==> config.mk <==
export PLATFORM = sky130hd
export DESIGN_NAME = spi_test_responder
export DESIGN_NICKNAME = d
export VERILOG_FILES = /design/src/rtl/spi_resp_pkg.sv /design/src/rtl/spi_pin_sync.sv /design/src/rtl/spi_shift_core.sv /design/src/rtl/spi_tally.sv /design/src/rtl/spi_cfg_regs.sv /design/src/rtl/spi_test_responder.sv
export SDC_FILE = /design/constraint.sdc
export NUM_CORES = 1
export LEC_CHECK = 0
export CAP_MARGIN = 10
export CELL_PAD_IN_SITES_DETAIL_PLACEMENT = 1
export CELL_PAD_IN_SITES_GLOBAL_PLACEMENT = 1
export CORE_UTILIZATION = 30
export CTS_BUF_LIST = sky130_fd_sc_hd__clkbuf_4
export CTS_CLUSTER_DIAMETER = 60
export DETAILED_ROUTE_END_ITERATION = 10
export DONT_BUFFER_PORTS = 1
export PLACE_DENSITY_LB_ADDON = 0.1
export SYNTH_ARGS = -nofsm -noshare
export SYNTH_HDL_FRONTEND = slang
export SYNTH_SLANG_ARGS = --single-unit
export TNS_END_PERCENT = 100
==> constraint.sdc <==
create_clock -name clk -period 5.8 [get_ports clk]
set_input_delay 1.45 -clock clk [delete_from_list [all_inputs] [get_ports clk]]
set_output_delay 1.45 -clock clk [all_outputs]
set_load 0.05 [all_outputs]
==> src/rtl/spi_resp_pkg.sv <==
package spi_resp_pkg;

   localparam int REG_W = 32;

   // control word layout
   localparam int CTL_MODE_LSB  = 0;
   localparam int CTL_ORDER_BIT = 2;
   localparam int CTL_HALF_BIT  = 3;
   localparam int CTL_WID_LSB   = 4;
   localparam int CTL_CLR_BIT   = 31;

   // half-duplex count word layout
   localparam int HDC_RX_LSB = 0;
   localparam int HDC_TX_LSB = 16;

   typedef enum logic [1:0] {
      ADR_CTRL  = 2'd0,
      ADR_HDCNT = 2'd1,
      ADR_XFERS = 2'd2,
      ADR_CSUM  = 2'd3
   } reg_addr_e;

   typedef enum logic [1:0] {
      PH_RECV = 2'd0,
      PH_SEND = 2'd1,
      PH_IDLE = 2'd2
   } phase_e;

endpackage

==> src/rtl/spi_pin_sync.sv <==
module spi_pin_sync #(
   parameter int STAGES = 2
) (
   input  logic clk,
   input  logic rst_n,
   input  logic sclk_pin,
   input  logic mosi_pin,
   input  logic csn_pin,
   output logic sclk_rise,
   output logic sclk_fall,
   output logic mosi_s,
   output logic cs_act,
   output logic cs_start,
   output logic cs_end
);

   if (STAGES < 2) begin : g_bad_stages
      $error("spi_pin_sync: STAGES must be at least 2");
   end

   logic [STAGES-1:0] sclk_q, mosi_q, csn_q;
   logic              sclk_d, csn_d;
   logic              sclk_s, csn_s;

   always_ff @(posedge clk or negedge rst_n) begin
      if (!rst_n) begin
         sclk_q <= '0;
         mosi_q <= '0;
         csn_q  <= '1;
         sclk_d <= 1'b0;
         csn_d  <= 1'b1;
      end else begin
         sclk_q <= {sclk_q[STAGES-2:0], sclk_pin};
         mosi_q <= {mosi_q[STAGES-2:0], mosi_pin};
         csn_q  <= {csn_q[STAGES-2:0], csn_pin};
         sclk_d <= sclk_s;
         csn_d  <= csn_s;
      end
   end

   always_comb begin
      sclk_s    = sclk_q[STAGES-1];
      csn_s     = csn_q[STAGES-1];
      mosi_s    = mosi_q[STAGES-1];
      sclk_rise = sclk_s & ~sclk_d;
      sclk_fall = ~sclk_s & sclk_d;
      cs_act    = ~csn_s;
      cs_start  = ~csn_s & csn_d;
      cs_end    = csn_s & ~csn_d;
   end

endmodule

==> src/rtl/spi_shift_core.sv <==
module spi_shift_core
   import spi_resp_pkg::*;
#(
   parameter  int MAX_W = 32,
   parameter  int CNT_W = 16,
   localparam int WM_W  = $clog2(MAX_W)
) (
   input  logic             clk,
   input  logic             rst_n,
   input  logic [1:0]       mode,
   input  logic             lsb_first,
   input  logic             half_dup,
   input  logic [WM_W-1:0]  wm1,
   input  logic [CNT_W-1:0] rx_limit,
   input  logic [CNT_W-1:0] tx_limit,
   input  logic             sclk_rise,
   input  logic             sclk_fall,
   input  logic             line_bit,
   input  logic             cs_act,
   input  logic             cs_start,
   input  logic             cs_end,
   output logic             tx_bit,
   output logic             sending,
   output logic             sym_done,
   output logic [MAX_W-1:0] sym_word,
   output logic             xfer_done
);

   if (MAX_W != (1 << WM_W) || MAX_W < 8) begin : g_bad_width
      $error("spi_shift_core: MAX_W must be a power of two, at least 8");
   end

   phase_e            phase, start_phase;
   logic [WM_W-1:0]   bit_cnt, idx;
   logic [CNT_W-1:0]  sym_cnt;
   logic [MAX_W-1:0]  rx_word, tx_word, rx_next, bit_hot;
   logic              got_sym;
   logic              samp_rise, sample, engaged, last_bit;

   always_comb begin
      samp_rise = (mode[1] == mode[0]);
      sample    = cs_act && !cs_start && (samp_rise ? sclk_rise : sclk_fall);
      engaged   = !half_dup || (phase != PH_IDLE);
      idx       = lsb_first ? bit_cnt : (wm1 - bit_cnt);
      bit_hot   = {{(MAX_W-1){1'b0}}, line_bit} << idx;
      rx_next   = ((bit_cnt == '0) ? '0 : rx_word) | bit_hot;
      last_bit  = (bit_cnt == wm1);
      tx_bit    = tx_word[idx];
      sending   = (phase == PH_SEND);
      if (!half_dup || rx_limit != '0) start_phase = PH_RECV;
      else if (tx_limit != '0)         start_phase = PH_SEND;
      else                             start_phase = PH_IDLE;
   end

   always_ff @(posedge clk or negedge rst_n) begin
      if (!rst_n) begin
         phase     <= PH_IDLE;
         bit_cnt   <= '0;
         sym_cnt   <= '0;
         rx_word   <= '0;
         tx_word   <= '0;
         got_sym   <= 1'b0;
         sym_done  <= 1'b0;
         sym_word  <= '0;
         xfer_done <= 1'b0;
      end else begin
         sym_done  <= 1'b0;
         xfer_done <= cs_end & got_sym;
         if (cs_start) begin
            phase   <= start_phase;
            bit_cnt <= '0;
            sym_cnt <= '0;
            rx_word <= '0;
            tx_word <= '0;
            got_sym <= 1'b0;
         end else if (cs_end) begin
            phase   <= PH_IDLE;
            bit_cnt <= '0;
            tx_word <= '0;
         end else if (sample && engaged) begin
            if (!last_bit) begin
               bit_cnt <= bit_cnt + 1'b1;
               rx_word <= rx_next;
            end else begin
               bit_cnt <= '0;
               got_sym <= 1'b1;
               if (!half_dup) begin
                  sym_done <= 1'b1;
                  sym_word <= rx_next;
                  tx_word  <= rx_next;
               end else if (phase == PH_RECV) begin
                  sym_done <= 1'b1;
                  sym_word <= rx_next;
                  tx_word  <= rx_next;
                  if (sym_cnt + 1'b1 == rx_limit) begin
                     sym_cnt <= '0;
                     phase   <= (tx_limit != '0) ? PH_SEND : PH_IDLE;
                  end else begin
                     sym_cnt <= sym_cnt + 1'b1;
                  end
               end else begin
                  if (sym_cnt + 1'b1 == tx_limit) begin
                     sym_cnt <= '0;
                     phase   <= PH_IDLE;
                  end else begin
                     sym_cnt <= sym_cnt + 1'b1;
                  end
               end
            end
         end
      end
   end

endmodule

==> src/rtl/spi_tally.sv <==
module spi_tally #(
   parameter  int MAX_W = 32,
   parameter  int CNT_W = 16,
   parameter  int SUM_W = 32,
   localparam int NB    = MAX_W / 8
) (
   input  logic             clk,
   input  logic             rst_n,
   input  logic             clear,
   input  logic             sym_done,
   input  logic [MAX_W-1:0] sym_word,
   input  logic             xfer_done,
   output logic [CNT_W-1:0] xfer_cnt,
   output logic [SUM_W-1:0] csum
);

   if (SUM_W <= 8 || (MAX_W % 8) != 0) begin : g_bad_sum
      $error("spi_tally: SUM_W must exceed 8 and MAX_W be whole bytes");
   end

   logic [7:0]       lane [NB];
   logic [SUM_W-1:0] byte_sum;

   for (genvar g = 0; g < NB; g++) begin : g_lane
      assign lane[g] = sym_word[8*g +: 8];
   end

   always_comb begin
      byte_sum = '0;
      for (int i = 0; i < NB; i++) begin
         byte_sum = byte_sum + {{(SUM_W-8){1'b0}}, lane[i]};
      end
   end

   always_ff @(posedge clk or negedge rst_n) begin
      if (!rst_n) begin
         xfer_cnt <= '0;
         csum     <= '0;
      end else if (clear) begin
         xfer_cnt <= '0;
         csum     <= '0;
      end else begin
         if (xfer_done) xfer_cnt <= xfer_cnt + 1'b1;
         if (sym_done)  csum     <= csum + byte_sum;
      end
   end

endmodule

==> src/rtl/spi_cfg_regs.sv <==
module spi_cfg_regs
   import spi_resp_pkg::*;
#(
   parameter int WM_W  = 5,
   parameter int CNT_W = 16,
   parameter int SUM_W = 32
) (
   input  logic             clk,
   input  logic             rst_n,
   input  logic             reg_we,
   input  logic             reg_re,
   input  logic [1:0]       reg_addr,
   input  logic [REG_W-1:0] reg_wdata,
   input  logic [CNT_W-1:0] xfer_cnt,
   input  logic [SUM_W-1:0] csum,
   output logic [1:0]       mode,
   output logic             lsb_first,
   output logic             half_dup,
   output logic [WM_W-1:0]  wm1,
   output logic [CNT_W-1:0] rx_limit,
   output logic [CNT_W-1:0] tx_limit,
   output logic             clr_pulse,
   output logic [REG_W-1:0] reg_rdata
);

   if (CNT_W > 16 || SUM_W > REG_W || CTL_WID_LSB + WM_W > CTL_CLR_BIT) begin : g_bad_fields
      $error("spi_cfg_regs: field widths exceed the register word");
   end

   logic [REG_W-1:0] ctrl_word, hdc_word, cnt_word, sum_word;

   always_ff @(posedge clk or negedge rst_n) begin
      if (!rst_n) begin
         mode      <= '0;
         lsb_first <= 1'b0;
         half_dup  <= 1'b0;
         wm1       <= '0;
         rx_limit  <= '0;
         tx_limit  <= '0;
         clr_pulse <= 1'b0;
         reg_rdata <= '0;
      end else begin
         clr_pulse <= 1'b0;
         if (reg_we) begin
            case (reg_addr_e'(reg_addr))
               ADR_CTRL: begin
                  mode      <= reg_wdata[CTL_MODE_LSB +: 2];
                  lsb_first <= reg_wdata[CTL_ORDER_BIT];
                  half_dup  <= reg_wdata[CTL_HALF_BIT];
                  wm1       <= reg_wdata[CTL_WID_LSB +: WM_W];
                  clr_pulse <= reg_wdata[CTL_CLR_BIT];
               end
               ADR_HDCNT: begin
                  rx_limit <= reg_wdata[HDC_RX_LSB +: CNT_W];
                  tx_limit <= reg_wdata[HDC_TX_LSB +: CNT_W];
               end
               default: ;
            endcase
         end
         if (reg_re) begin
            case (reg_addr_e'(reg_addr))
               ADR_CTRL:  reg_rdata <= ctrl_word;
               ADR_HDCNT: reg_rdata <= hdc_word;
               ADR_XFERS: reg_rdata <= cnt_word;
               default:   reg_rdata <= sum_word;
            endcase
         end
      end
   end

   always_comb begin
      ctrl_word = '0;
      ctrl_word[CTL_MODE_LSB +: 2]     = mode;
      ctrl_word[CTL_ORDER_BIT]         = lsb_first;
      ctrl_word[CTL_HALF_BIT]          = half_dup;
      ctrl_word[CTL_WID_LSB +: WM_W]   = wm1;
      hdc_word = '0;
      hdc_word[HDC_RX_LSB +: CNT_W]    = rx_limit;
      hdc_word[HDC_TX_LSB +: CNT_W]    = tx_limit;
      cnt_word = '0;
      cnt_word[CNT_W-1:0]              = xfer_cnt;
      sum_word = '0;
      sum_word[SUM_W-1:0]              = csum;
   end

endmodule

==> src/rtl/spi_test_responder.sv <==
module spi_test_responder
   import spi_resp_pkg::*;
#(
   parameter  int SYM_MAX     = 32,
   parameter  int CNT_W       = 16,
   parameter  int SUM_W       = 32,
   parameter  int SYNC_STAGES = 2,
   localparam int WM_W        = $clog2(SYM_MAX)
) (
   input  logic        clk,
   input  logic        rst_n,
   input  logic        reg_we,
   input  logic        reg_re,
   input  logic [1:0]  reg_addr,
   input  logic [31:0] reg_wdata,
   output logic [31:0] reg_rdata,
   input  logic        sclk,
   input  logic        cs_n,
   input  logic        mosi,
   output logic        miso_out,
   output logic        miso_oe,
   output logic        sio_out,
   output logic        sio_oe
);

   if (SYM_MAX > REG_W) begin : g_bad_sym
      $error("spi_test_responder: SYM_MAX cannot exceed the register width");
   end

   logic [1:0]         mode;
   logic               lsb_first, half_dup, clr_pulse;
   logic [WM_W-1:0]    wm1;
   logic [CNT_W-1:0]   rx_limit, tx_limit, xfer_cnt;
   logic [SUM_W-1:0]   csum;
   logic               sclk_rise, sclk_fall, mosi_s, cs_act, cs_start, cs_end;
   logic               tx_bit, sending, sym_done, xfer_done;
   logic [SYM_MAX-1:0] sym_word;

   spi_cfg_regs #(.WM_W(WM_W), .CNT_W(CNT_W), .SUM_W(SUM_W)) u_regs (
      .clk(clk), .rst_n(rst_n), .reg_we(reg_we), .reg_re(reg_re),
      .reg_addr(reg_addr), .reg_wdata(reg_wdata), .xfer_cnt(xfer_cnt),
      .csum(csum), .mode(mode), .lsb_first(lsb_first), .half_dup(half_dup),
      .wm1(wm1), .rx_limit(rx_limit), .tx_limit(tx_limit),
      .clr_pulse(clr_pulse), .reg_rdata(reg_rdata)
   );

   spi_pin_sync #(.STAGES(SYNC_STAGES)) u_sync (
      .clk(clk), .rst_n(rst_n), .sclk_pin(sclk), .mosi_pin(mosi),
      .csn_pin(cs_n), .sclk_rise(sclk_rise), .sclk_fall(sclk_fall),
      .mosi_s(mosi_s), .cs_act(cs_act), .cs_start(cs_start), .cs_end(cs_end)
   );

   spi_shift_core #(.MAX_W(SYM_MAX), .CNT_W(CNT_W)) u_core (
      .clk(clk), .rst_n(rst_n), .mode(mode), .lsb_first(lsb_first),
      .half_dup(half_dup), .wm1(wm1), .rx_limit(rx_limit),
      .tx_limit(tx_limit), .sclk_rise(sclk_rise), .sclk_fall(sclk_fall),
      .line_bit(mosi_s), .cs_act(cs_act), .cs_start(cs_start),
      .cs_end(cs_end), .tx_bit(tx_bit), .sending(sending),
      .sym_done(sym_done), .sym_word(sym_word), .xfer_done(xfer_done)
   );

   spi_tally #(.MAX_W(SYM_MAX), .CNT_W(CNT_W), .SUM_W(SUM_W)) u_tally (
      .clk(clk), .rst_n(rst_n), .clear(clr_pulse), .sym_done(sym_done),
      .sym_word(sym_word), .xfer_done(xfer_done), .xfer_cnt(xfer_cnt),
      .csum(csum)
   );

   always_comb begin
      miso_oe  = ~cs_n & ~half_dup;
      sio_oe   = ~cs_n & half_dup & sending;
      miso_out = miso_oe & tx_bit;
      sio_out  = sio_oe & tx_bit;
   end

endmodule

==> metrics.md, run 1 <==
| Metric | Value |
|---|---|
| Status | `completed` |
| Die W | `219 um` |
| Avg Cell Area, Syn | `10.9 um2` |
| H-tree depth | `3` |
| Peak Freq | `187 MHz` |
| Hold path startpoint | `u_sync.csn_q[0]` |
| Postcts setup bufs | `0` |
| Via density | `5.24` |
| Tot Pwr | `4720 uW` |
| Layout area overhead | `11.4%` |
| Syn nets | `1378` |
| Synth unique cells | `76` |
| Total CTS buffers | `79` |
| Synth warn | `0` |
| Gate Count Post-Synth | `1286` |
| Hold Violations, Final | `0` |
| Hold depth | `0` |
| GR Overflow Total | `0` |
| Critical Path AT | `5990 ps` |
| Detailed Routing Iterations Pass 1 | `4` |
| Yosys top cell area share | `44.1%` |
| Nets | `1392` |
| Gpl congestion | `0.833` |
| Dominant cells by area after synthesis | `dfrtp_1 (44%), mux2_2 (7.4%), a22o_1 (6.2%)` |
| Full die area | `47800 um2` |
| Initial core utilization | `30.3%` |
| Clk buf depth | `3` |
| Post_cts resized | `0` |
| Max-slew headroom | `4.50%` |
| Critical path data required time | `6450 ps` |
| Hold crit path type | `flip-flop to flip-flop` |
| Final Max Slew Viols | `0` |
| Core ar. | `46500 um2` |
| Critical Path End Type | `flip-flop` |
| Cell accounting for the most synthesized area | `dfrtp_1` |
| DR vias | `10345` |
| Worst r2r path cells | `22` |
| VDD IR max | `0.000149 V` |
| Fillers | `5199` |
| Top delay family on crit path | `adder cells` |
| Fraction of layout cells with a size suffix above 1 | `20.2%` |
| Ports | `77` |
| CTS clock-pin slew for the worst setup and hold paths | `60 ps` |
| Synth Register Bits | `252` |
| Top post-synthesis cells by count | `dfrtp_1 (248), a22o_1 (99), mux2_2 (93), inv_1 (86), nor2_1 (81)` |
| Overall Global Routing Usage | `19.1%` |
| Synth Cell Area | `14100 um2` |
| Worst skew pair latency | `820 ps` |
| Setup Viol. Count Final | `0` |
| # hold bufs at CTS | `0` |
| Max-cap violations | `0` |
| Worst setup SP type | `flip-flop` |
| Largest fanout on the critical path | `9` |
| Largest net degree at the start of global routing | `253` |
| Leakage | `0.00699 uW` |
| Routed wire length | `44100 um` |
| Die Y | `219 um` |
| Routed len/inst | `22.4 um` |
| Root Buffer | `clkbuf_4` |
| Worst path bufs/invs | `4` |
| Most used flip-flop cell after synthesis | `dfrtp_1` |
| Worst Setup SP | `u_core.sym_word[8]` |
| First-pass GRT wire length | `68600 um` |
| Max stage delay on crit path | `510 ps` |
| Initial antenna violation count | `3` |
| Antenna Nets Post-Route | `0` |
| Clock skew | `86.4 ps` |
| # DRC | `0` |
| Most frequent cell after synthesis | `dfrtp_1` |
| Critical Path, Cell by Cell | `ha_1 -> inv_1 -> fa_1 -> inv_1 -> a21oi_1 -> o21ai_0 -> a21oi_1 -> o21bai_1 -> xor2_1 -> fa_1 -> inv_1 -> fa_1 -> inv_1 -> ha_1 -> o21ai_0 -> nand2b_1 -> o311ai_0 -> o21ai_0 -> nand4_1 -> nor3_1 -> xnor2_1 -> nor2_1` |
| CTS tree | `done` |
| CTS sink cnt | `252` |
| R2R Path Start | `u_core.sym_word[8]` |
| Vias in the first global route | `10967` |
| Critical path depth | `22` |
| # rows | `79` |
| Pwr dens | `301 nW/um2` |
| RSZ-0062 raised after global routing | `no` |
| First DRT Iteration DRCs | `486` |
| Kind of critical path | `flip-flop to flip-flop` |
| Least-Margin Pin Slew | `1430 ps` |
| Post-synth EDFFs | `0` |
| Register area share after synthesis | `44.8%` |
| Period utilisation layout | `92.1%` |
| Async SR Flop Fraction | `100%` |
| Most used cell, CP | `inv_1` |
| Setup TNS Final | `0 ps` |
| Minimum clock period | `5340 ps` |
| Slowest CP cell | `o21ai_0` |
| Input/output buffers | `0` |
| Dpl hpwl | `30900 um` |
| Final Util | `33.8%` |
-- power by group --
part,switching [uW],total (uW),internal (uW)
Combinational,397,681,284
Clock,870,1900,1030
Sequential,272,2140,1870
Total,1540,4720,3180
-- kinds of logic (layout without fill, tap and decap cells) --
| family | Yosys count | after routing | share of synthesized area [%] |
|---|---|---|---|
| AND/OR/NAND/NOR | 309 | 309 | 11.6 |
| AO/OA/AOI/OAI | 259 | 259 | 13.8 |
| flip-flops | 252 | 252 | 44.8 |
| buffers and inverters | 166 | 243 | 4.74 |
| multiplexers | 162 | 162 | 13.9 |
| XOR/XNOR | 87 | 87 | 5.56 |
| adder cells (fa/ha/maj) | 51 | 51 | 5.49 |
| other | 0 | 3 | 0 |
-- cells in the final DEF (no fill, tap or decap), types with 17 or more instances in the layout --
| cell | Yosys | routed |
|---|---|---|
| o21ai_0 | 24 | 24 |
| nand2_1 | 47 | 47 |
| a22o_1 | 99 | 99 |
| inv_1 | 86 | 86 |
| xor2_1 | 32 | 32 |
| nand3_1 | 36 | 36 |
| dfrtp_1 | 248 | 248 |
| nor3_1 | 22 | 20 |
| nand4_1 | 21 | 21 |
| nor2_1 | 81 | 80 |
| xnor2_1 | 53 | 53 |
| ha_1 | 33 | 33 |
| mux4_2 | 17 | 17 |
| mux2i_1 | 50 | 49 |
| a21oi_1 | 34 | 34 |
| fa_1 | 18 | 18 |
| clkbuf_4 | 0 | 119 |
| mux2_2 | 93 | 93 |
| a31oi_1 | 17 | 17 |
-- flip-flops by register name, indices dropped and copies added (netlist names), 2 cells and up --
name              count
u_regs.tx_limit      16
u_core.sym_cnt       16
u_core.tx_word       32
u_sync.csn_q          2
u_regs.reg_rdata     32
u_core.phase          2
u_sync.sclk_q         2
u_core.bit_cnt        5
u_sync.mosi_q         2
u_tally.csum         32
u_regs.mode           2
u_tally.xfer_cnt     16
u_core.rx_word       32
u_core.sym_word      32
u_regs.rx_limit      16
u_regs.wm1            5
-- through the flow --
stage	hold slack, ps	cell area [um2]	worst slack (ps)	cells
2_1_floorplan	331	14100	1220	1286
3_3_place_gp	335	14600	603	1826
3_5_place_dp	339	14600	502	1826
4_1_cts	253	15700	385	1970
5_1_grt	301	15700	21.6	1973
6_report	358	15700	460	1973
-- metal layers --
layer	wire [um]	global-route usage, %	up-vias
li1	-	-	4744
met1	19400	24.3	5338
met2	21700	31.5	187
met3	1740	3.95	76
met4	1260	7.74	0
met5	0	0	-
-- worst reg2reg max path, stage by stage, from the launching register on --
cell,delay (ps)
dfrtp_1,340
ha_1,170
inv_1,60
fa_1,400
inv_1,70
a21oi_1,60
o21ai_0,260
a21oi_1,140
o21bai_1,210
xor2_1,110
fa_1,480
inv_1,50
fa_1,500
inv_1,40
ha_1,360
o21ai_0,120
nand2b_1,80
o311ai_0,200
o21ai_0,520
nand4_1,440
nor3_1,360
xnor2_1,160
nor2_1,50
-- cell type report --
| cell class | instances | area (um2) | area share [%] |
|---|---|---|---|
| antenna | 3 | 7.51 | 0.0478 |
| clock buffer | 119 | 893 | 5.69 |
| clock inverter | 25 | 164 | 1.04 |
| inverter | 88 | 330 | 2.11 |
| multi-input combinational | 868 | 7140 | 45.5 |
| sequential | 252 | 6310 | 40.2 |
| tap | 607 | 759 | 4.84 |
| timing repair buffer | 11 | 82.6 | 0.526 |
-- path summary, 6_finish.rpt --
kind,end,slack [ps]
max,u_tally.csum[30],460
min,u_sync.csn_q[1],360
max reg2reg,u_tally.csum[30],460
min reg2reg,u_sync.csn_q[1],360
max in group asynchronous,u_core.sym_word[11],4240
min in group asynchronous,u_core.sym_cnt[3],380
No activity file was read; power rests on OpenSTA's default activity.
==> inputs of run 2 (changes only) <==
--- a/config.mk
+++ b/config.mk
@@ -9,7 +9,6 @@
 export CELL_PAD_IN_SITES_DETAIL_PLACEMENT = 1
 export CELL_PAD_IN_SITES_GLOBAL_PLACEMENT = 1
 export CORE_UTILIZATION = 30
-export CTS_BUF_LIST = sky130_fd_sc_hd__clkbuf_4
 export CTS_CLUSTER_DIAMETER = 60
 export DETAILED_ROUTE_END_ITERATION = 10
 export DONT_BUFFER_PORTS = 1
==> run 2 against run 1 <==
  * Hold slack better by 0.68 ps
  * Count of clock-buffer cells in the layout is 71 lower
  * Via count is 3.2% lower
  * Clock power is 34% higher
  * Fmax is 4.3% higher
  * Clock skew is 72 ps lower
  * Critical path depth is 1 lower
  * Register-to-register slack better by 220 ps
  * Largest power group is now clock
==> metrics.md, run 2 (synthesized netlist as in run 1, its figures left out) <==
| Metric | Value |
|---|---|
| Sequential Power Share | `39.9% (-5.5 points)` |
| Initial core utilization | `30.3% (unchanged)` |
| Clock skew | `14.3 ps (-72.1 ps)` |
| Max-slew headroom | `23.0% (+18 points)` |
| Worst setup SP type | `flip-flop` |
| Most used cell, CP | `inv_1` |
| Final Max Slew Viols | `0 (unchanged)` |
| Root Buffer | `clkbuf_16` |
| WHS Endpoint | `u_sync.sclk_q[1]` |
| Largest net degree at the start of global routing | `253 (unchanged)` |
| Routed wire length | `43900 um (-0.66%)` |
| Total CTS buffers | `37 (-53%)` |
| GR Overflow Total | `0 (unchanged)` |
| Peak Freq | `195 MHz (+4.3%)` |
| P_sw | `1550 uW (+0.77%)` |
| GR Util met2 | `31.8% (+0.31 points)` |
| # rows | `79 (unchanged)` |
| First-pass GRT wire length | `68100 um (-0.80%)` |
| Ports | `77 (unchanged)` |
| Gate power share | `12.7% (-1.7 points)` |
| Commonest non-fill, non-tap cell in the layout | `dfrtp_1` |
| Minimum clock period | `5120 ps (-219 ps)` |
| Setup TNS Final | `0 ps (unchanged)` |
| Overall Global Routing Usage | `18.8% (-0.32 points)` |
| Full die area | `47800 um2 (unchanged)` |
| Max stage delay on crit path | `500 ps (about the same)` |
| Design Area, Final | `16000 um2 (+2.1%)` |
| Hold depth | `0 (unchanged)` |
| Gpl congestion | `0.833 (unchanged)` |
| Most frequent cells in the layout | `dfrtp_1 (248), a22o_1 (99), mux2_2 (93), inv_1 (86), nor2_1 (80)` |
| Nets | `1350 (-3.0%)` |
| Largest fanout on the critical path | `9 (unchanged)` |
| Critical Path End Type | `flip-flop` |
| Reg2Reg Capture Point | `u_tally.csum[26]` |
| CTS sink cnt | `252 (unchanged)` |
| Area after DPL | `14600 um2 (unchanged)` |
| VDD IR max | `0.000244 V (+64%)` |
| GR Util met1 | `24.8% (+0.48 points)` |
| Pwr dens | `335 nW/um2 (+11%)` |
| Final worst slack | `680 ps (+219 ps)` |
| Dpl hpwl | `30900 um (unchanged)` |
| Worst skew pair latency | `540 ps (-280 ps)` |
| DP Worst Slack | `502 ps (unchanged)` |
| Critical Path, Cell by Cell | `ha_1 -> inv_1 -> fa_1 -> inv_1 -> a21oi_1 -> o21ai_0 -> a21oi_1 -> o21bai_1 -> xor2_1 -> fa_1 -> inv_1 -> fa_1 -> inv_1 -> ha_1 -> o21ai_0 -> nand2b_1 -> o311ai_0 -> o21ai_1 -> nand4_1 -> or3_1 -> a21oi_1` |
| Vias in the first global route | `10561 (-3.7%)` |
| Critical path data required time | `6250 ps (-200 ps)` |
| Detailed Routing Iterations Pass 1 | `4 (unchanged)` |
| Hold path startpoint | `u_sync.sclk_q[0]` |
| Input/output buffers | `0 (unchanged)` |
| Fraction of layout cells with a size suffix above 1 | `16.5% (-3.8 points)` |
| Max-cap violations | `0 (unchanged)` |
| # DRC | `0 (unchanged)` |
| Kind of critical path | `flip-flop to flip-flop` |
| H-tree depth | `2 (-1)` |
| DR vias | `10017 (-3.2%)` |
| Switching Fraction | `28.9% (-3.7 points)` |
| Clk buf depth | `3 (unchanged)` |
| Hold crit path type | `flip-flop to flip-flop` |
| Core ar. | `46500 um2 (unchanged)` |
| Via density | `5.29 (+0.81%)` |
| R2R Path Start | `u_core.sym_word[0]` |
| First DRT Iteration DRCs | `619 (+27%)` |
| R2r setup slk | `680 ps (+220 ps)` |
| Grt peak-use layer | `met2` |
| CTS clock-pin slew for the worst setup and hold paths | `60 ps (about the same)` |
| Least-Margin Pin Slew | `1160 ps (-277 ps)` |
| Status | `completed` |
| Layout area overhead | `13.8%` |
| Initial antenna violation count | `2 (-1)` |
| Die Y | `219 um (unchanged)` |
| Critical Path AT | `5570 ps (-420 ps)` |
| RSZ-0062 raised after global routing | `no` |
| Int Power | `3820 uW (+20%)` |
| Period utilisation layout | `88.3% (-3.8 points)` |
| Die W | `219 um (unchanged)` |
| CTS tree | `done` |
| Antenna Nets Post-Route | `0 (unchanged)` |
| Final Util | `34.5% (+0.71 points)` |
| Slowest CP cell | `fa_1` |
| Hold Violations, Final | `0 (unchanged)` |
| Routed len/inst | `23.1 um (+3.4%)` |
| Worst r2r path cells | `21 (-4.5%)` |
| Grt met3 use | `2.84% (-1.1 points)` |
| Hold slack | `359 ps (+0.680 ps)` |
| Setup Viol. Count Final | `0 (unchanged)` |
| # hold bufs at CTS | `0 (unchanged)` |
| Clock network fraction of total power | `47.4% (+7.2 points)` |
| Leakage | `0.00704 uW (+0.75%)` |
-- run 2: cell count changes in the layout (fill, tap and decap cells not counted), sizes merged --
cell,before,now
clkinvlp,1,2
clkbuf,119,48
bufinv,2,8
clkinv,20,8
inv,90,89
diode,3,2
-- run 2: power by group through the flow --
stage / clock network [uW] / logic, uW / registers, uW
6_report: 2540 / 681 / 2140
5_1_grt: 2690 / 749 / 2160
4_1_cts: 2630 / 696 / 2150
3_5_place_dp: 0 / 693 / 2180
3_3_place_gp: 0 / 686 / 2180
2_1_floorplan: 0 / 517 / 2070
-- run 2: stage by stage --
stage	total power (uW)	instances
global placement	2870	1826
finish	5370	1895
global route	5600	1895
floorplan	2590	1286
detailed placement	2870	1826
CTS	5470	1893
-- run 2: final cells by class --
cell class                      count  area [um2]
Inverter                           88         330
Antenna cell                        2        5.00
Clock buffer                       48        1070
Clock inverter                     19         323
Timing Repair Buffer               11        82.6
Multi-Input combinational cell    868        7140
Tap cell                          607         759
Sequential cell                   252        6310
Fill cell                        5075       30400
-- run 2: worst max path at each step --
stage                       startpoint               end  slack [ps]  cells after the start
floorplan                         cs_n           sio_out        1220                      2
global route        u_core.sym_word[1]  u_tally.csum[30]         200                     21
detailed placement  u_core.sym_word[1]  u_tally.csum[30]         500                     21
finish              u_core.sym_word[0]  u_tally.csum[26]         680                     21
global placement    u_core.sym_word[0]  u_tally.csum[26]         600                     21
CTS                 u_core.sym_word[0]  u_tally.csum[30]         470                     22
-- run 2: critical path: cells and delay by family, from the launching register on --
kind | cells | cell delay [ps]
buffers and inverters | 4 | 220
and+or+nand+nor | 3 | 930
DFF | 1 | 340
adders and majority gates | 5 | 1920
AOI/OAI and AO/OA | 8 | 1510
xor gates and xnor gates | 1 | 110
-- run 2: repair_timing --
| action | in CTS | in global routing |
|---|---|---|
| setup buffers | 0 | 0 |
| gates resized for setup | 0 | 1 |
| endpoints found under the setup margin | 0 | 1 |
-- run 2: layer usage --
metal  part of all wire [%]  vias up
met5                      0        -
met4                    1.9        0
met3                    3.2       51
met2                     50      135
met1                     45     5222
li1                       -     4609
==> inputs of run 3 (changes only) <==
--- a/config.mk
+++ b/config.mk
@@ -13,6 +13,7 @@
 export DETAILED_ROUTE_END_ITERATION = 10
 export DONT_BUFFER_PORTS = 1
 export PLACE_DENSITY_LB_ADDON = 0.1
+export RECOVER_POWER = 50
 export SYNTH_ARGS = -nofsm -noshare
 export SYNTH_HDL_FRONTEND = slang
 export SYNTH_SLANG_ARGS = --single-unit
==> run 3 against run 2 <==
  * The run now ends with capacitance limit, slew limit left
  * Combinational power hardly changed
  * First-iteration DRC count is 0.65% higher
  * Sequential power hardly changed
  * Sequential cell count stayed put
  * Critical endpoint is now u_tally.csum[30]
  * Die area stayed put
  * Largest power group unchanged
  * Largest cell class unchanged
  * Wire length hardly changed
  * Core utilization hardly changed
==> metrics.md, run 3 (synthesized netlist as in run 1, its figures left out) <==
| Metric | Value |
|---|---|
| Status | `complete, but fails checks` |
| Failing checks | `capacitance limit, slew limit` |
| Kind of critical path | `flip-flop to flip-flop` |
| Clock skew | `14.3 ps (-0.0887 ps)` |
| Antenna Nets Post-Route | `0 (unchanged)` |
| Root Buffer | `clkbuf_16` |
| DR vias | `10021 (+0.040%)` |
| Hold crit path type | `flip-flop to flip-flop` |
| Ports | `77 (unchanged)` |
| RSZ-0062 raised after global routing | `no` |
| Die Y | `219 um (unchanged)` |
| Largest net degree at the start of global routing | `253 (unchanged)` |
| Leakage | `0.00704 uW (about the same)` |
| GR Overflow Total | `0 (unchanged)` |
| Initial antenna violation count | `2 (unchanged)` |
| Die W | `219 um (unchanged)` |
| Routed wire length | `43800 um (about the same)` |
| Tot Pwr | `5370 uW (about the same)` |
| CTS tree | `done` |
| Largest fanout on the critical path | `9 (unchanged)` |
| Peak Freq | `192 MHz (-1.5%)` |
| Initial core utilization | `30.3% (unchanged)` |
| First DRT Iteration DRCs | `623 (+0.65%)` |
| Dpl hpwl | `30900 um (unchanged)` |
| Commonest non-fill, non-tap cell in the layout | `dfrtp_1` |
| # rows | `79 (unchanged)` |
| Overall Global Routing Usage | `18.8% (unchanged)` |
| Hold slack | `359 ps (unchanged)` |
| Worst skew pair latency | `540 ps (about the same)` |
| Via density | `5.29 (about the same)` |
| Pwr dens | `335 nW/um2 (about the same)` |
| Total CTS buffers | `37 (unchanged)` |
| Final Util | `34.5% (about the same)` |
| Dpl cells | `1826 (unchanged)` |
| Least-Margin Pin Slew | `2390 ps (+1230 ps)` |
| CTS clock-pin slew for the worst setup and hold paths | `60 ps (about the same)` |
| Finished Layout Cells | `1895 (unchanged)` |
| Worst setup SP type | `flip-flop` |
| Fraction of layout cells with a size suffix above 1 | `16.3% (-0.16 points)` |
| Most frequent cells in the layout | `dfrtp_1 (248), a22o_1 (99), mux2_2 (93), inv_1 (86), nor2_1 (80)` |
| Critical Path End Type | `flip-flop` |
| # hold bufs at CTS | `0 (unchanged)` |
| CTS sink cnt | `252 (unchanged)` |
| Max-slew headroom | `-59.3% (-82 points)` |
| Detailed Routing Iterations Pass 1 | `4 (unchanged)` |
| Fillers | `5076 (+0.020%)` |
| VDD IR max | `0.000244 V (about the same)` |
| Nets | `1350 (unchanged)` |
| Critical path data required time | `6130 ps (-120 ps)` |
| Core ar. | `46500 um2 (unchanged)` |
| Full die area | `47800 um2 (unchanged)` |
| Minimum clock period | `5200 ps (+77.2 ps)` |
| Period utilisation layout | `89.6% (+1.3 points)` |
| Setup TNS Final | `0 ps (unchanged)` |
| Vias in the first global route | `10561 (unchanged)` |
| Input/output buffers | `0 (unchanged)` |
| Final Max Slew Viols | `49 (+49)` |
| Hold Violations, Final | `0 (unchanged)` |
| Routed len/inst | `23.1 um (about the same)` |
| Max-cap violations | `1 (+1)` |
| First-pass GRT wire length | `68100 um (unchanged)` |
| Clk buf depth | `3 (unchanged)` |
| Layout area overhead | `13.8% (about the same)` |
| H-tree depth | `2 (unchanged)` |
| Critical Path AT | `5530 ps (-40 ps)` |
| Setup Viol. Count Final | `0 (unchanged)` |
| # DRC | `0 (unchanged)` |
| Gpl congestion | `0.833 (unchanged)` |
run 3: cell types whose count changed in the layout (fill, tap and decap cells not counted):
cell,previous run,this run
dfstp_2,4,3
and2_1,11,10
clkbuf_1,2,3
dfstp_1,0,1
and2_0,0,1
buf_4,11,10
run 3: worst max-delay path, stage by stage, from the launching register on:
cell and delay [ps]:
dfrtp_1 340, ha_1 180, inv_1 60, fa_1 400
inv_1 70, a21oi_1 60, o21ai_0 260, a21oi_1 140
o21bai_1 210, xor2_1 110, fa_1 480, inv_1 50
fa_1 500, inv_1 40, ha_1 360, o21ai_0 120
nand2b_1 80, o311ai_0 210, o21ai_1 370, nand4_1 390
nor3_1 350, xnor2_1 150, nor2_1 50
run 3: path summary, 6_finish.rpt:
check                                   start           endpoint  slack, ps  cells past startpoint
setup reg to reg           u_core.sym_word[0]   u_tally.csum[30]        600                     22
min in group asynchronous               rst_n  u_core.sym_cnt[3]        640                      0
hold reg to reg              u_sync.sclk_q[0]   u_sync.sclk_q[1]        360                      0
max in group asynchronous               rst_n  u_core.bit_cnt[4]       4250                      0
setup / recovery           u_core.sym_word[0]   u_tally.csum[30]        600                     22
hold / removal               u_sync.sclk_q[0]   u_sync.sclk_q[1]        360                      0
run 3: layout make-up:
class | instances | area [um2] | share of cell area [%]
Antenna cell | 2 | 5.00 | 0.0312
Clock buffer | 48 | 1070 | 6.67
Clock inverter | 19 | 323 | 2.02
Inverter | 88 | 330 | 2.06
Multi-Input combinational cell | 868 | 7140 | 44.6
Sequential cell | 252 | 6310 | 39.4
Tap cell | 607 | 759 | 4.74
Timing Repair Buffer | 11 | 78.8 | 0.492
run 3: metal layers:
metal	global-route usage, %	vias to the layer above	wire length, um	share of wire [%]
met4	5.22	0	849	1.9
met5	0	-	0	0
met3	2.84	51	1390	3.2
li1	-	4608	-	-
met1	24.8	5231	19800	45
met2	31.8	131	21800	50
run 3: metrics by stage:
stage	cell area, um2	setup slack (ps)
floorplan	14100	1220
global placement	14600	603
detailed placement	14600	502
CTS	16000	468
global route	16000	111
finish	16000	603
run 3: repair_timing:
| item | in CTS | in global routing |
|---|---|---|
| endpoints found under the setup margin | 0 | 1 |
| hold endpoints to repair | 0 | 0 |
| resized for setup | 0 | 1 |
| buffers inserted | 0 | 0 |
run 3: where the power goes:
group,leakage [uW],internal (uW),switching (uW)
sequential,0.00338,1870,271
combinational,0.00298,284,397
clock,0.000681,1660,883
total,0.00704,3820,1550
